### config.mk
export PLATFORM = sky130hd
export DESIGN_NAME = smb_txn_sequencer
export DESIGN_NICKNAME = d
export VERILOG_FILES = /design/src/rtl/smbseq_pkg.sv /design/src/rtl/smbseq_entry_gen.sv /design/src/rtl/smbseq_rx_timer.sv /design/src/rtl/smb_txn_sequencer.sv
export SDC_FILE = /design/constraint.sdc
export NUM_CORES = 1
export LEC_CHECK = 0
export BUFFER_PORTS_ARGS = -buffer_cell sky130_fd_sc_hd__buf_2
export CAP_MARGIN = 20
export CORE_UTILIZATION = 48
export CTS_BUF_LIST = sky130_fd_sc_hd__clkbuf_4
export DETAILED_ROUTE_END_ITERATION = 7
export HOLD_SLACK_MARGIN = 0.1
export PLACE_DENSITY = 0.7
export SYNTH_ARGS = -nofsm -noshare
export SYNTH_HDL_FRONTEND = slang
export SYNTH_SLANG_ARGS = --single-unit
### constraint.sdc
create_clock -name clk -period 5.3 [get_ports clk]
set_input_delay 0.795 -clock clk [delete_from_list [all_inputs] [get_ports clk]]
set_output_delay 0.795 -clock clk [all_outputs]
set_load 0.01 [all_outputs]
### src/rtl/smbseq_pkg.sv
package smbseq_pkg;
  typedef enum logic [3:0] {
    S_IDLE, S_FLUSH, S_CMD, S_WCNT, S_WDATA,
    S_RFIRST, S_RAHEAD, S_RWAIT, S_ROUT, S_DONE
  } seq_state_t;

  typedef struct packed {
    logic       rd;
    logic       stop;
    logic       restart;
    logic [7:0] data;
  } q_entry_t;
endpackage

### src/rtl/smbseq_entry_gen.sv
module smbseq_entry_gen
  import smbseq_pkg::*;
#(
  parameter int CW = 8
) (
  input  seq_state_t    state,
  input  logic [7:0]    cmd_byte,
  input  logic [CW-1:0] wcount_req,
  input  logic [CW-1:0] rcount_req,
  input  logic [CW-1:0] wrem,
  input  logic [CW-1:0] rrem,
  input  logic          nocnt_now,
  input  logic          nostop,
  input  logic          first,
  input  logic          wr_valid,
  input  logic [7:0]    wr_data,
  output logic          ent_valid,
  output q_entry_t      ent
);
  localparam logic [CW-1:0] ZERO = '0;
  localparam logic [CW-1:0] ONE  = CW'(1);
  localparam logic [CW-1:0] TWO  = CW'(2);

  always_comb begin
    ent_valid = 1'b0;
    ent       = '0;
    unique case (state)
      S_CMD: begin
        ent_valid   = 1'b1;
        ent.restart = 1'b1;
        ent.data    = cmd_byte;
        ent.stop    = (wcount_req == ZERO) && (rcount_req == ZERO) && !nostop;
      end
      S_WCNT: begin
        ent_valid   = 1'b1;
        ent.restart = first;
        ent.data    = 8'(wcount_req);
      end
      S_WDATA: begin
        ent_valid   = wr_valid;
        ent.restart = first;
        ent.data    = wr_data;
        ent.stop    = (wrem == ONE) && (rcount_req == ZERO) && !nostop;
      end
      S_RFIRST: begin
        ent_valid   = 1'b1;
        ent.rd      = 1'b1;
        ent.restart = 1'b1;
        ent.stop    = (rcount_req == ONE) && nocnt_now && !nostop;
      end
      S_RAHEAD: begin
        ent_valid = (rrem > ONE);
        ent.rd    = 1'b1;
        ent.stop  = nocnt_now && (rrem == TWO);
      end
      default: begin
        ent_valid = 1'b0;
        ent       = '0;
      end
    endcase
  end
endmodule

### src/rtl/smbseq_rx_timer.sv
module smbseq_rx_timer #(
  parameter int TIMEOUT_CYCLES = 1250000
) (
  input  logic clk,
  input  logic rst,
  input  logic run,
  input  logic hit,
  output logic expired
);
  localparam int TW = $clog2(TIMEOUT_CYCLES + 1);
  localparam logic [TW-1:0] LAST = TW'(TIMEOUT_CYCLES - 1);

  logic [TW-1:0] cnt;

  always_ff @(posedge clk) begin
    if (rst || !run || hit) cnt <= '0;
    else if (cnt != LAST)   cnt <= cnt + TW'(1);
  end

  assign expired = run && (cnt == LAST);


  window_bound_chk: assert property (@(posedge clk) disable iff (rst)
    run |-> (cnt <= LAST));
endmodule

### src/rtl/smb_txn_sequencer.sv
module smb_txn_sequencer
  import smbseq_pkg::*;
#(
  parameter int CW             = 8,
  parameter int TIMEOUT_CYCLES = 1250000
) (
  input  logic          clk,
  input  logic          rst,
  input  logic          req_valid,
  output logic          req_ready,
  input  logic [7:0]    req_cmd,
  input  logic [CW-1:0] req_wcount,
  input  logic [CW-1:0] req_rcount,
  input  logic          req_no_cmd,
  input  logic          req_no_count,
  input  logic          req_no_stop,
  input  logic          wr_valid,
  output logic          wr_ready,
  input  logic [7:0]    wr_data,
  output logic          q_valid,
  input  logic          q_ready,
  output logic [7:0]    q_data,
  output logic          q_read,
  output logic          q_stop,
  output logic          q_restart,
  input  logic          rx_valid,
  output logic          rx_ready,
  input  logic [7:0]    rx_data,
  input  logic          engine_abort,
  output logic          rd_valid,
  input  logic          rd_ready,
  output logic [7:0]    rd_data,
  output logic          done,
  output logic          error,
  output logic [CW-1:0] actual_count,
  output logic          stale_flag
);
  localparam int XW = CW + 8;
  localparam logic [CW-1:0] ZERO = '0;
  localparam logic [CW-1:0] ONE  = CW'(1);

  seq_state_t    state;
  seq_state_t    after_cmd;
  logic [7:0]    cmd_r;
  logic [CW-1:0] wcount_r, rcount_r, wrem, rrem;
  logic          nocmd_r, nocnt_r, nostop_r, first_r;
  logic [7:0]    rdata_r;
  logic [CW-1:0] actual_r;
  logic          stale_r, err_r;
  logic          tmo;
  logic [CW-1:0] clamp;
  q_entry_t      ent;
  logic          ent_valid;

  smbseq_entry_gen #(.CW(CW)) u_entry (
    .state      (state),
    .cmd_byte   (cmd_r),
    .wcount_req (wcount_r),
    .rcount_req (rcount_r),
    .wrem       (wrem),
    .rrem       (rrem),
    .nocnt_now  (nocnt_r),
    .nostop     (nostop_r),
    .first      (first_r),
    .wr_valid   (wr_valid),
    .wr_data    (wr_data),
    .ent_valid  (ent_valid),
    .ent        (ent)
  );

  smbseq_rx_timer #(.TIMEOUT_CYCLES(TIMEOUT_CYCLES)) u_timer (
    .clk     (clk),
    .rst     (rst),
    .run     (state == S_RWAIT),
    .hit     (rx_valid),
    .expired (tmo)
  );

  always_comb begin
    if (wcount_r != ZERO)      after_cmd = nocnt_r ? S_WDATA : S_WCNT;
    else if (rcount_r != ZERO) after_cmd = S_RFIRST;
    else                       after_cmd = S_DONE;
  end

  always_comb begin
    logic [XW-1:0] rx_ext, rem_ext;
    rx_ext  = XW'(rx_data);
    rem_ext = XW'(rrem);
    clamp   = (rx_ext < rem_ext) ? CW'(rx_data) : rrem;
  end

  assign req_ready    = (state == S_IDLE);
  assign q_valid      = ent_valid;
  assign q_data       = ent.data;
  assign q_read       = ent.rd;
  assign q_stop       = ent.stop;
  assign q_restart    = ent.restart;
  assign wr_ready     = (state == S_WDATA) && q_ready;
  assign rx_ready     = (state == S_FLUSH) || (state == S_RWAIT);
  assign rd_valid     = (state == S_ROUT);
  assign rd_data      = rdata_r;
  assign done         = (state == S_DONE);
  assign error        = err_r;
  assign actual_count = actual_r;
  assign stale_flag   = stale_r;

  always_ff @(posedge clk) begin
    if (rst) begin
      state    <= S_IDLE;
      cmd_r    <= '0;
      wcount_r <= '0;
      rcount_r <= '0;
      wrem     <= '0;
      rrem     <= '0;
      nocmd_r  <= 1'b0;
      nocnt_r  <= 1'b0;
      nostop_r <= 1'b0;
      first_r  <= 1'b0;
      rdata_r  <= '0;
      actual_r <= '0;
      stale_r  <= 1'b0;
      err_r    <= 1'b0;
    end else begin
      unique case (state)
        S_IDLE: if (req_valid) begin
          cmd_r    <= req_cmd;
          wcount_r <= req_wcount;
          rcount_r <= req_rcount;
          wrem     <= req_wcount;
          rrem     <= req_rcount;
          nocmd_r  <= req_no_cmd;
          nocnt_r  <= req_no_count;
          nostop_r <= req_no_stop;
          first_r  <= 1'b1;
          actual_r <= '0;
          stale_r  <= 1'b0;
          err_r    <= 1'b0;
          state    <= S_FLUSH;
        end
        S_FLUSH: begin
          if (rx_valid) stale_r <= 1'b1;
          else          state   <= nocmd_r ? after_cmd : S_CMD;
        end
        S_CMD: if (q_ready) begin
          first_r <= 1'b0;
          state   <= after_cmd;
        end
        S_WCNT: if (q_ready) begin
          first_r <= 1'b0;
          state   <= S_WDATA;
        end
        S_WDATA: if (wr_valid && q_ready) begin
          first_r <= 1'b0;
          wrem    <= wrem - ONE;
          if (wrem == ONE) state <= (rcount_r != ZERO) ? S_RFIRST : S_DONE;
        end
        S_RFIRST: if (q_ready) state <= S_RAHEAD;
        S_RAHEAD: if (rrem <= ONE || q_ready) state <= S_RWAIT;
        S_RWAIT: begin
          if (rx_valid) begin
            if (nocnt_r) begin
              rdata_r <= rx_data;
              state   <= S_ROUT;
            end else begin
              rrem    <= clamp;
              nocnt_r <= 1'b1;
              state   <= (clamp == ZERO) ? S_DONE : S_RAHEAD;
            end
          end else if (tmo) begin
            err_r <= 1'b1;
            state <= S_DONE;
          end
        end
        S_ROUT: if (rd_ready) begin
          rrem     <= rrem - ONE;
          actual_r <= actual_r + ONE;
          state    <= (rrem == ONE) ? S_DONE : S_RAHEAD;
        end
        S_DONE:  state <= S_IDLE;
        default: state <= S_IDLE;
      endcase
      if (engine_abort && state != S_IDLE && state != S_DONE) begin
        err_r <= 1'b1;
        state <= S_DONE;
      end
    end
  end


  rd_hold_chk: assert property (@(posedge clk) disable iff (rst)
    (rd_valid && !rd_ready) |=> (rd_valid && $stable(rd_data)));


  wr_gate_chk: assert property (@(posedge clk) disable iff (rst)
    (wr_valid && wr_ready) |-> (q_valid && q_ready && !q_read && q_data == wr_data));


  idle_quiet_chk: assert property (@(posedge clk) disable iff (rst)
    req_ready |-> (!q_valid && !rd_valid && !rx_ready));


  done_count_chk: assert property (@(posedge clk) disable iff (rst)
    done |-> (actual_count <= rcount_r));


  done_pulse_chk: assert property (@(posedge clk) disable iff (rst)
    done |=> (!done && req_ready));
endmodule

* Word level (Yosys, flattened, before mapping)
Cells that the tools add are included.
** Word-level totals
- Register bits after elaboration :: 87
- Bits in latches :: 0
- Bits in writable memories :: 0
- Bits in read-only memories :: 0
- Input port bits :: 51
- Output and inout bits :: 35
- Logic and storage cells :: 164
- Memories kept :: 0
** Cells by class
- Add/sub/neg operators :: 4
- Multiply operators :: 0
- Div/mod/pow operators :: 0
- Magnitude comparators :: 3
- Equality and inequality tests :: 42
- Shift operators :: 0
- Mux-type cells :: 50
- Bitwise operators :: 0
- Reduce and logical (&&, ||, !) cells :: 49
** Operators by type and width (number)
- two-way mux 4 bit :: 18
- two-way mux 8 bit :: 9
- case mux 8 bit (3 select lines) :: 2
- case mux 4 bit (9 select lines) :: 1
- case mux 8 bit (2 select lines) :: 2
- equality test 8 x 1 -> 1 bit (second input constant) :: 3
- logical NOT 8 bit :: 3
- adder 21 x 1 -> 21 bit (second input constant) :: 1
- equality test 21 bit (second input constant) :: 1
- inequality test 21 bit (second input constant) :: 1
- inequality test 3 bit (second input constant) :: 7
- AND reduction 10 bit :: 2
- inequality test 2 bit (second input constant) :: 9
- equality test 4 x 3 -> 1 bit (second input constant) :: 4
- nonzero test 8 bit :: 2
- subtractor 8 x 1 -> 8 bit (second input constant) :: 2
- AND reduction 3 bit :: 5
- logical AND 1 bit :: 12
- two-way mux 1 bit :: 10
- OR reduction 2 bit :: 5
- inequality test 3 x 1 -> 1 bit (second input constant) :: 3
- nonzero test 3 bit :: 3
- adder 8 x 1 -> 8 bit (second input constant) :: 1
- equality test 4 x 2 -> 1 bit (second input constant) :: 2
- 22 further kinds :: 40

* Depth between registers and ports, before layout
Gate-level depths: netlist (run 1).
- Word-level depth :: 8
- Mapped depth :: 9
- Depth with buffers taken out :: 8

* Cells and area by module
From an unflattened synthesis (run 1), not the netlist that was laid out.
** Second synthesis, totals
- Cells, all modules :: 636
- Area, all modules :: 5036.1 um^2
** Modules (own cells, without submodules)
- smb_txn_sequencer :: times used 1, cells an instance 459, area each 3617.2 um^2, sequential area each 1321.3 um^2
- smbseq_rx_timer :: times used 1, cells an instance 122, area each 1019.7 um^2, sequential area each 420.4 um^2
- smbseq_entry_gen :: times used 1, cells an instance 55, area each 399.1 um^2, sequential area each 0.0 um^2

* Least setup slack after synthesis (run 1)
No wires, ideal clock.
- Path type :: input-to-reg
- Start point :: input port rx_data[1]
- End point :: register rrem[6]
- Setup time :: 134 ps
- Data arrival time :: 2377 ps
- Slack :: 2789 ps
- Stages on the path :: 6
- Cell sequence :: ha_1 a2111o_1 a31oi_1 mux2_2 a221oi_1 nor3_1
** On the way
- Cells in the longest elaborated chain, start to end :: 5
** Ends and longest elaborated chain
- start, declared :: RTL line smb_txn_sequencer.sv:28 : input logic [7:0] rx_data,
- < comparator 8 bit :: RTL line smb_txn_sequencer.sv:89 : clamp = (rx_ext < rem_ext) ? CW'(rx_data) : rrem;
- two-way mux 8 bit :: RTL line smb_txn_sequencer.sv:89
- two-way mux 8 bit :: RTL line smb_txn_sequencer.sv:161 : if (nocnt_r) begin
- two-way mux 8 bit :: RTL line smb_txn_sequencer.sv:160 : if (rx_valid) begin
- case mux 8 bit (3 select lines) :: RTL line smb_txn_sequencer.sv:124 : unique case (state)
- end signal, assigned :: RTL line smb_txn_sequencer.sv:130 : rrem <= req_rcount;
- end signal, assigned :: RTL line smb_txn_sequencer.sv:165 : rrem <= clamp;
- end signal, assigned :: RTL line smb_txn_sequencer.sv:175 : rrem <= rrem - ONE;
- end, declared :: RTL line smb_txn_sequencer.sv:45 : logic [CW-1:0] wcount_r, rcount_r, wrem, rrem;
Every way passes these cells. The select of a mux whose other input is x is not followed.
A chain may end at the register's enable or synchronous reset.

* Worst setup path after layout (run 1)
- Start point :: register state[1]
- End point :: output port q_stop
** On the way
- Cells in the longest elaborated chain, start to end :: 2
- Elaborated cells between the ends (all ways) :: 5
- Classes of those cells :: 4 x eq/ne; 1 x mux
** Ends and longest elaborated chain
- start, declared :: RTL line smb_txn_sequencer.sv:42 : seq_state_t state;
- start signal, assigned :: RTL line smb_txn_sequencer.sv:142 : else state <= nocmd_r ? after_cmd : S_CMD;
- start signal, assigned :: RTL line smb_txn_sequencer.sv:146 : state <= after_cmd;
- start signal, assigned :: RTL line smb_txn_sequencer.sv:155 : if (wrem == ONE) state <= (rcount_r != ZERO) ? S_RFIRST : S_DONE;
- equality test 4 x 3 -> 1 bit or equality test 4 x 2 -> 1 bit (tied branches) :: RTL line smbseq_entry_gen.sv:27 : unique case (state)
- case mux 1 bit (4 select lines) (*) :: RTL line smbseq_entry_gen.sv:27
- end, declared :: RTL line smb_txn_sequencer.sv:24 : output logic q_stop,
Mark *: on every way between the ends. The rest lies on a longest branch, timed or not.

==> flow_metrics.tcl, run 1 <==
set metrics [dict create \
    status "complete, no violations" \
    drv_slew 0 \
    hold_buffers 0 \
    path_clk_slew_ns 0.13 \
    min_path_type "flop to flop" \
    grt_max_degree 37 \
    crit_type "flop to primary output" \
    clockBufferDepth 2 \
    swShare 0.438 \
    grt_pass1_wl_um 20100 \
    portBuffers 85 \
    num_io_pins 86 \
    cp-start-kind "flop" \
    synth_seq_cells 87 \
    synth-main-ff-cell "dfxtp_1" \
    worst-path-max-fanout 27 \
    clkLatencyLatePin_ns 0.43 \
    p_switching_uw 986 \
    synth_top_area_cell "dfxtp_1" \
    syn_inst 603 \
    route.detailed.drc 0 \
    core-area_um2 9420 \
    ys_warn_count 0 \
    die_y_um 102 \
    synth_area_leaders "dfxtp_1, nand2_1, nor2_1" \
    synth_fp_nets 668 \
    critPathTopFamily "compound AO/OA/AOI/OAI gates" \
    vias 4580 \
    grt_usage 0.245 \
    synth_cell_types 66 \
    tightestPinTransition_ns 1.01 \
    antenna_found_initial 0 \
    rows 35 \
    placed_cell_area_um2 5230 \
    cts_buffers 9 \
    endpoint_kind "primary output" \
    power_frac_comb 0.472 \
    worstPathCellList "nor4b_2, buf_4, a2111oi_0, o21ai_0, a211oi_1, a41o_1, buf_2" \
    drtPass1Iterations 5 \
    period_share 0.669 \
    ir_drop_uv 241 \
    ctsResizeCount 0 \
    fmax_mhz 282 \
    dpl.hpwl_um 8870 \
    async_flop_share 0 \
    routed_via_density 5.73 \
    fin_setup_tns_ns 0 \
    hold_slack_ns 0.465 \
    dp_worst_setup_slack_ns 2.28 \
    critical_path_arrival_ns 2.75 \
    final_core_util 0.566 \
    syn_area_um2 4760 \
    p_clk_frac 0.140 \
    cap_viol_max_count 0 \
    seq_power_share 0.387 \
    grt_pass1_vias 4198 \
    synthToLayoutAreaGrowth_pct 12.0 \
    wirelength_um 12100 \
    fin_total_pwr_mw 2.25 \
    n_fill_cell 945 \
    syn_area_per_cell_um2 7.89 \
    required_ns 4.51 \
    cts.sinks 87 \
    finalHoldViolCount 0 \
    dr.first_iter.drc_count 317 \
    slowest_delay_ns 0.85 \
    avgRoutedWirePerCell_um 15.1 \
    nets 731 \
    dp_cells 784 \
    synth_edf_count 0 \
    power.leakage_nw 2.17 \
    setup_viol 0 \
    antenna_cells 0 \
    start_util 0.506 \
    yosysSeqAreaShare 0.366 \
    p_int_mw 1.27 \
    gr-total-overflow 0 \
    design_area_um2 5330 \
    place_congestion 0.892 \
    antenna_left 0 \
    power.density_nw_per_um2 423 \
    min_period_ns 3.55 \
    layout_setup_ws_ns 1.75 \
    final_cells 799 \
    cp_slowest_cell "dfxtp_1" \
    path_buf_inv 2 \
    drive_gt1_frac 0.170 \
    postCtsSetupBuffers 0 \
    clock-root-buffer "clkbuf_4" \
    fin_worst_skew_ns 0.0231 \
    synth_top_area_frac 0.366 \
    slew_headroom 0.325 \
    die_w_um 102 \
    rsz0062_at_grt "false" \
    cts_tree "yes" \
    htree_levels 3 \
    die_area_um2 10300 \
]
metal layers:
layer / routed length [um] / track usage / vias up
li1: - / - / 2254
met1: 5760 / 0.339 / 2162
met2: 5450 / 0.385 / 144
met5: 0 / 0 / -
met4: 174 / 0.0758 / 0
met3: 679 / 0.0462 / 20
Yosys cell counts, types with 8 or more instances:
master    count
and3_1       12
nor3_1       11
inv_1        15
clkbuf_1     23
a21oi_1      46
xor2_1       20
buf_2        11
nor2_1       70
mux2i_1      20
nand2b_1     12
ha_1         14
nand2_1      93
nand3_1      19
xnor2_1       8
dfxtp_1      87
o21ai_0      27
placed cells by master, fill, tap and decap left out, types with 7 or more instances in the layout:
master     count
xnor2_1        8
mux2i_1       20
nand4_1        7
nand2_1       93
o21ai_0       27
buf_2         85
and2_1         7
and3_1        12
nand3_1       19
ha_1          14
inv_1         15
xor2_1        20
dfxtp_1       87
clkbuf_4       9
nor2_1        70
nor3_1        11
o2bb2ai_1      7
a21oi_1       46
nand2b_1      12
power groups by stage:
stage / combinational (mW) / clock, mW / sequential [mW]
after floorplan: 0.857 / 0 / 0.820
after global placement: 1.03 / 0 / 0.878
after detailed placement: 1.05 / 0 / 0.883
after CTS: 1.06 / 0.328 / 0.869
after global routing: 1.20 / 0.349 / 0.892
final: 1.06 / 0.317 / 0.873
worst paths after layout:
check | from | endpoint | slack, ns | cells past startpoint
min reg2reg | rcount_r[7] | rcount_r[7] | 0.46 | 2
min | rcount_r[7] | rcount_r[7] | 0.46 | 2
max | state[1] | q_stop | 1.75 | 7
max reg2reg | state[1] | wrem[4] | 2.64 | 5
sequential cells by signal, summed over array words and instances (netlist names):
name / count
stale_flag: 1
rrem: 8
wrem: 8
cmd_r: 8
nostop_r: 1
error: 1
state: 4
u_timer.cnt: 21
wcount_r: 8
rcount_r: 8
nocmd_r: 1
nocnt_r: 1
first_r: 1
actual_count: 8
rd_data: 8
logic make-up after synthesis:
family	Yosys count	synth area share
compound gates	134	0.187
xor+xnor	28	0.0515
fa+ha+maj	14	0.0368
buf+inv	53	0.0455
flops	87	0.366
mux	21	0.0444
simple gates	266	0.269
worst register-to-register path, stage by stage, from the launching register on:
cell     delay (ns)
dfxtp_1        0.58
nor4_1         0.55
and2_1         0.88
a31oi_1        0.23
o21ai_0        0.22
a21oi_1        0.09
layout make-up:
cell class / instances / area (um^2) / share of cell area
clock inverter: 6 / 38.8 / 0.00727
inverter: 16 / 60.1 / 0.0113
sequential: 87 / 1740 / 0.327
tap: 129 / 161 / 0.0303
clock buffer: 9 / 67.6 / 0.0127
multi-input combinational: 463 / 2810 / 0.527
timing repair buffer: 89 / 455 / 0.0854
Note: power is estimated with default switching activity, not from simulation.
==> inputs of run 2 (changes only) <==
ABC_AREA = 1   (was not set)
PLACE_DENSITY = 0.73   (was 0.7)
clock period = 2.85 ns   (was 5.3 ns; I/O delays follow)
==> flow_metrics.tcl, run 2 <==
set metrics [dict create \
    status "complete, no violations" \
    seq_power_share 0.355 \
    wirelength_um 12800 \
    drive_gt1_frac 0.191 \
    yosysSeqAreaShare 0.361 \
    endpoint_kind "primary output" \
    clkLatencyLatePin_ns 0.44 \
    synth_top_area_frac 0.361 \
    reg2reg_slack_ns 0.56 \
    cts_buffers 9 \
    dr_wl_met3_um 876 \
    r2r-end "state[3]" \
    vias 5064 \
    muxShareOfSynthArea 0 \
    synth_top_family_by_area "simple AND/OR/NAND/NOR gates" \
    dpl.hpwl_um 9740 \
    fin_setup_tns_ns 0 \
    synth_simple_gate_area_frac 0.285 \
    ir_drop_uv 513 \
    start_util 0.493 \
    synth_compound_area_frac 0.218 \
    syn_inst 706 \
    htree_levels 3 \
    synth_top_area_cell "dfxtp_1" \
    worstHoldEndpoint "wrem[3]" \
    avgRoutedWirePerCell_um 13.8 \
    critical_path_arrival_ns 2.14 \
    synthToLayoutAreaGrowth_pct 13.6 \
    power_frac_comb 0.519 \
    synth-main-ff-cell "dfxtp_1" \
    route.detailed.drc 0 \
    dp_worst_setup_slack_ns 0.512 \
    final_common_cell "nand2_1" \
    grt_pass1_vias 4638 \
    gr-total-overflow 0 \
    num_io_pins 86 \
    drv_slew 0 \
    regToRegStartpoint "rrem[5]" \
    die_y_um 102 \
    dr.first_iter.drc_count 236 \
    fmax_mhz 389 \
    core-area_um2 9770 \
    nets 851 \
    min_path_type "input pin to flop" \
    required_ns 2.42 \
    top_layer_used "met4" \
    placed_cell_area_um2 5360 \
    dr_wl_met2_um 6060 \
    path_clk_slew_ns 0.14 \
    grt_max_degree 55 \
    drtPass1Iterations 5 \
    synth_xor_area_frac 0.00363 \
    min_period_ns 2.57 \
    die_area_um2 10400 \
    largest_reg_flops 21 \
    portBuffers 85 \
    worst-path-max-fanout 14 \
    final_cell_mix "nand2_1, dfxtp_1, buf_2" \
    cts.sinks 87 \
    grt_pass1_wl_um 20400 \
    synth_area_leaders "dfxtp_1, nand2_1, a21oi_1" \
    fin_total_pwr_mw 4.68 \
    ys_warn_count 0 \
    antenna_found_initial 0 \
    rows 36 \
    hold_buffers 0 \
    clockBufferDepth 2 \
    min-delay-start "req_wcount[3]" \
    power.density_nw_per_um2 855 \
    synth_fp_nets 771 \
    cts_tree "yes" \
    ctsResizeCount 0 \
    period_share 0.902 \
    worst-r2r-cell-count 15 \
    design_area_um2 5470 \
    tightestPinTransition_ns 0.578 \
    fin_worst_skew_ns 0.0207 \
    slew_headroom 0.614 \
    finalHoldViolCount 0 \
    layout_setup_ws_ns 0.279 \
    die_w_um 102 \
    clock-root-buffer "clkbuf_4" \
    cp-start-kind "flop" \
    rsz0062_at_grt "false" \
    regMostFlops "u_timer.cnt" \
    place_congestion 0.986 \
    crit_type "flop to primary output" \
    synth_edf_count 0 \
    power.leakage_nw 2.34 \
    syn_area_per_cell_um2 6.83 \
    synthAdderAreaFrac 0.0363 \
    synth_seq_cells 87 \
    p_int_mw 2.48 \
    setup_viol 0 \
    slowest_delay_ns 0.48 \
    cap_viol_max_count 0 \
    holdPathStages 3 \
    synth_most_common_cell "nand2_1" \
    postCtsSetupBuffers 0 \
    synth_cell_types 48 \
    routed_via_density 5.47 \
    syn_area_um2 4820 \
    p_switching_mw 2.20 \
    cp_slowest_cell "dfxtp_1" \
    grt_usage 0.250 \
    async_flop_share 0 \
    synth_common_cells "nand2_1, dfxtp_1, inv_1" \
    p_clk_frac 0.126 \
    antenna_left 0 \
    worstPathCellList "nand2_2, nor2_1, inv_2, a31oi_2, nor2_1, o21ai_0, o41ai_1, nand3_1, o21ai_0, buf_2" \
    wirelength_met1_um 5600 \
    swShare 0.470 \
]
[run 2: cell families after synthesis]
family	count (synthesis)
AO/OA/AOI/OAI	180
XOR/XNOR	2
adder cells (fa/ha/maj)	14
buffers and inverters	121
flip-flops	87
AND/OR/NAND/NOR	302
[run 2: final cells by class]
type,instances,area [um^2]
Fill cell,956,4300
Multi-Input combinational cell,498,2610
Sequential cell,87,1740
Timing Repair Buffer,91,470
Inverter,99,373
Tap cell,133,166
Clock buffer,9,67.6
Clock inverter,7,38.8
Antenna cell,1,2.50
[run 2: stage by stage]
stage | std cells | utilization | hold slack, ns
after floorplan | 706 | - | 0.429
final | 925 | 0.560 | 0.256
after detailed placement | 908 | 0.549 | 0.448
after global routing | 924 | 0.560 | 0.222
after global placement | 908 | 0.549 | 0.438
after CTS | 924 | 0.560 | 0.229
[run 2: per-layer routing]
| metal | GRT usage | vias up |
|---|---|---|
| met3 | 0.0479 | 23 |
| met2 | 0.428 | 185 |
| met4 | 0.100 | 0 |
| li1 | - | 2544 |
| met5 | 0 | - |
| met1 | 0.307 | 2312 |
[run 2: power by group through the flow]
stage | sequential [mW] | combinational, mW | clock [mW]
2_1_floorplan | 1.66 | 1.83 | 0
3_3_place_gp | 1.67 | 2.31 | 0
3_5_place_dp | 1.68 | 2.38 | 0
4_1_cts | 1.65 | 2.39 | 0.612
5_1_grt | 1.69 | 2.72 | 0.670
6_report | 1.66 | 2.43 | 0.591
[run 2: worst max-delay path by stage]
stage               startpoint  endpoint  slack [ns]  depth (start not counted)
floorplan           rx_data[7]  state[3]        0.93                         15
global route          state[2]    q_stop        0.06                         10
detailed placement  rx_data[7]  state[3]        0.51                         15
CTS                   state[2]    q_stop        0.27                         10
finish                state[2]    q_stop        0.28                         10
global placement    rx_data[7]  state[3]        0.67                         15
[run 2: worst max-delay path: cells and delay by family, from the launching register on]
| kind | cells | cell delay, ns |
|---|---|---|
| buf+inv | 2 | 0.30 |
| simple gates | 4 | 0.40 |
| compound gates | 4 | 0.51 |
| flops | 1 | 0.48 |
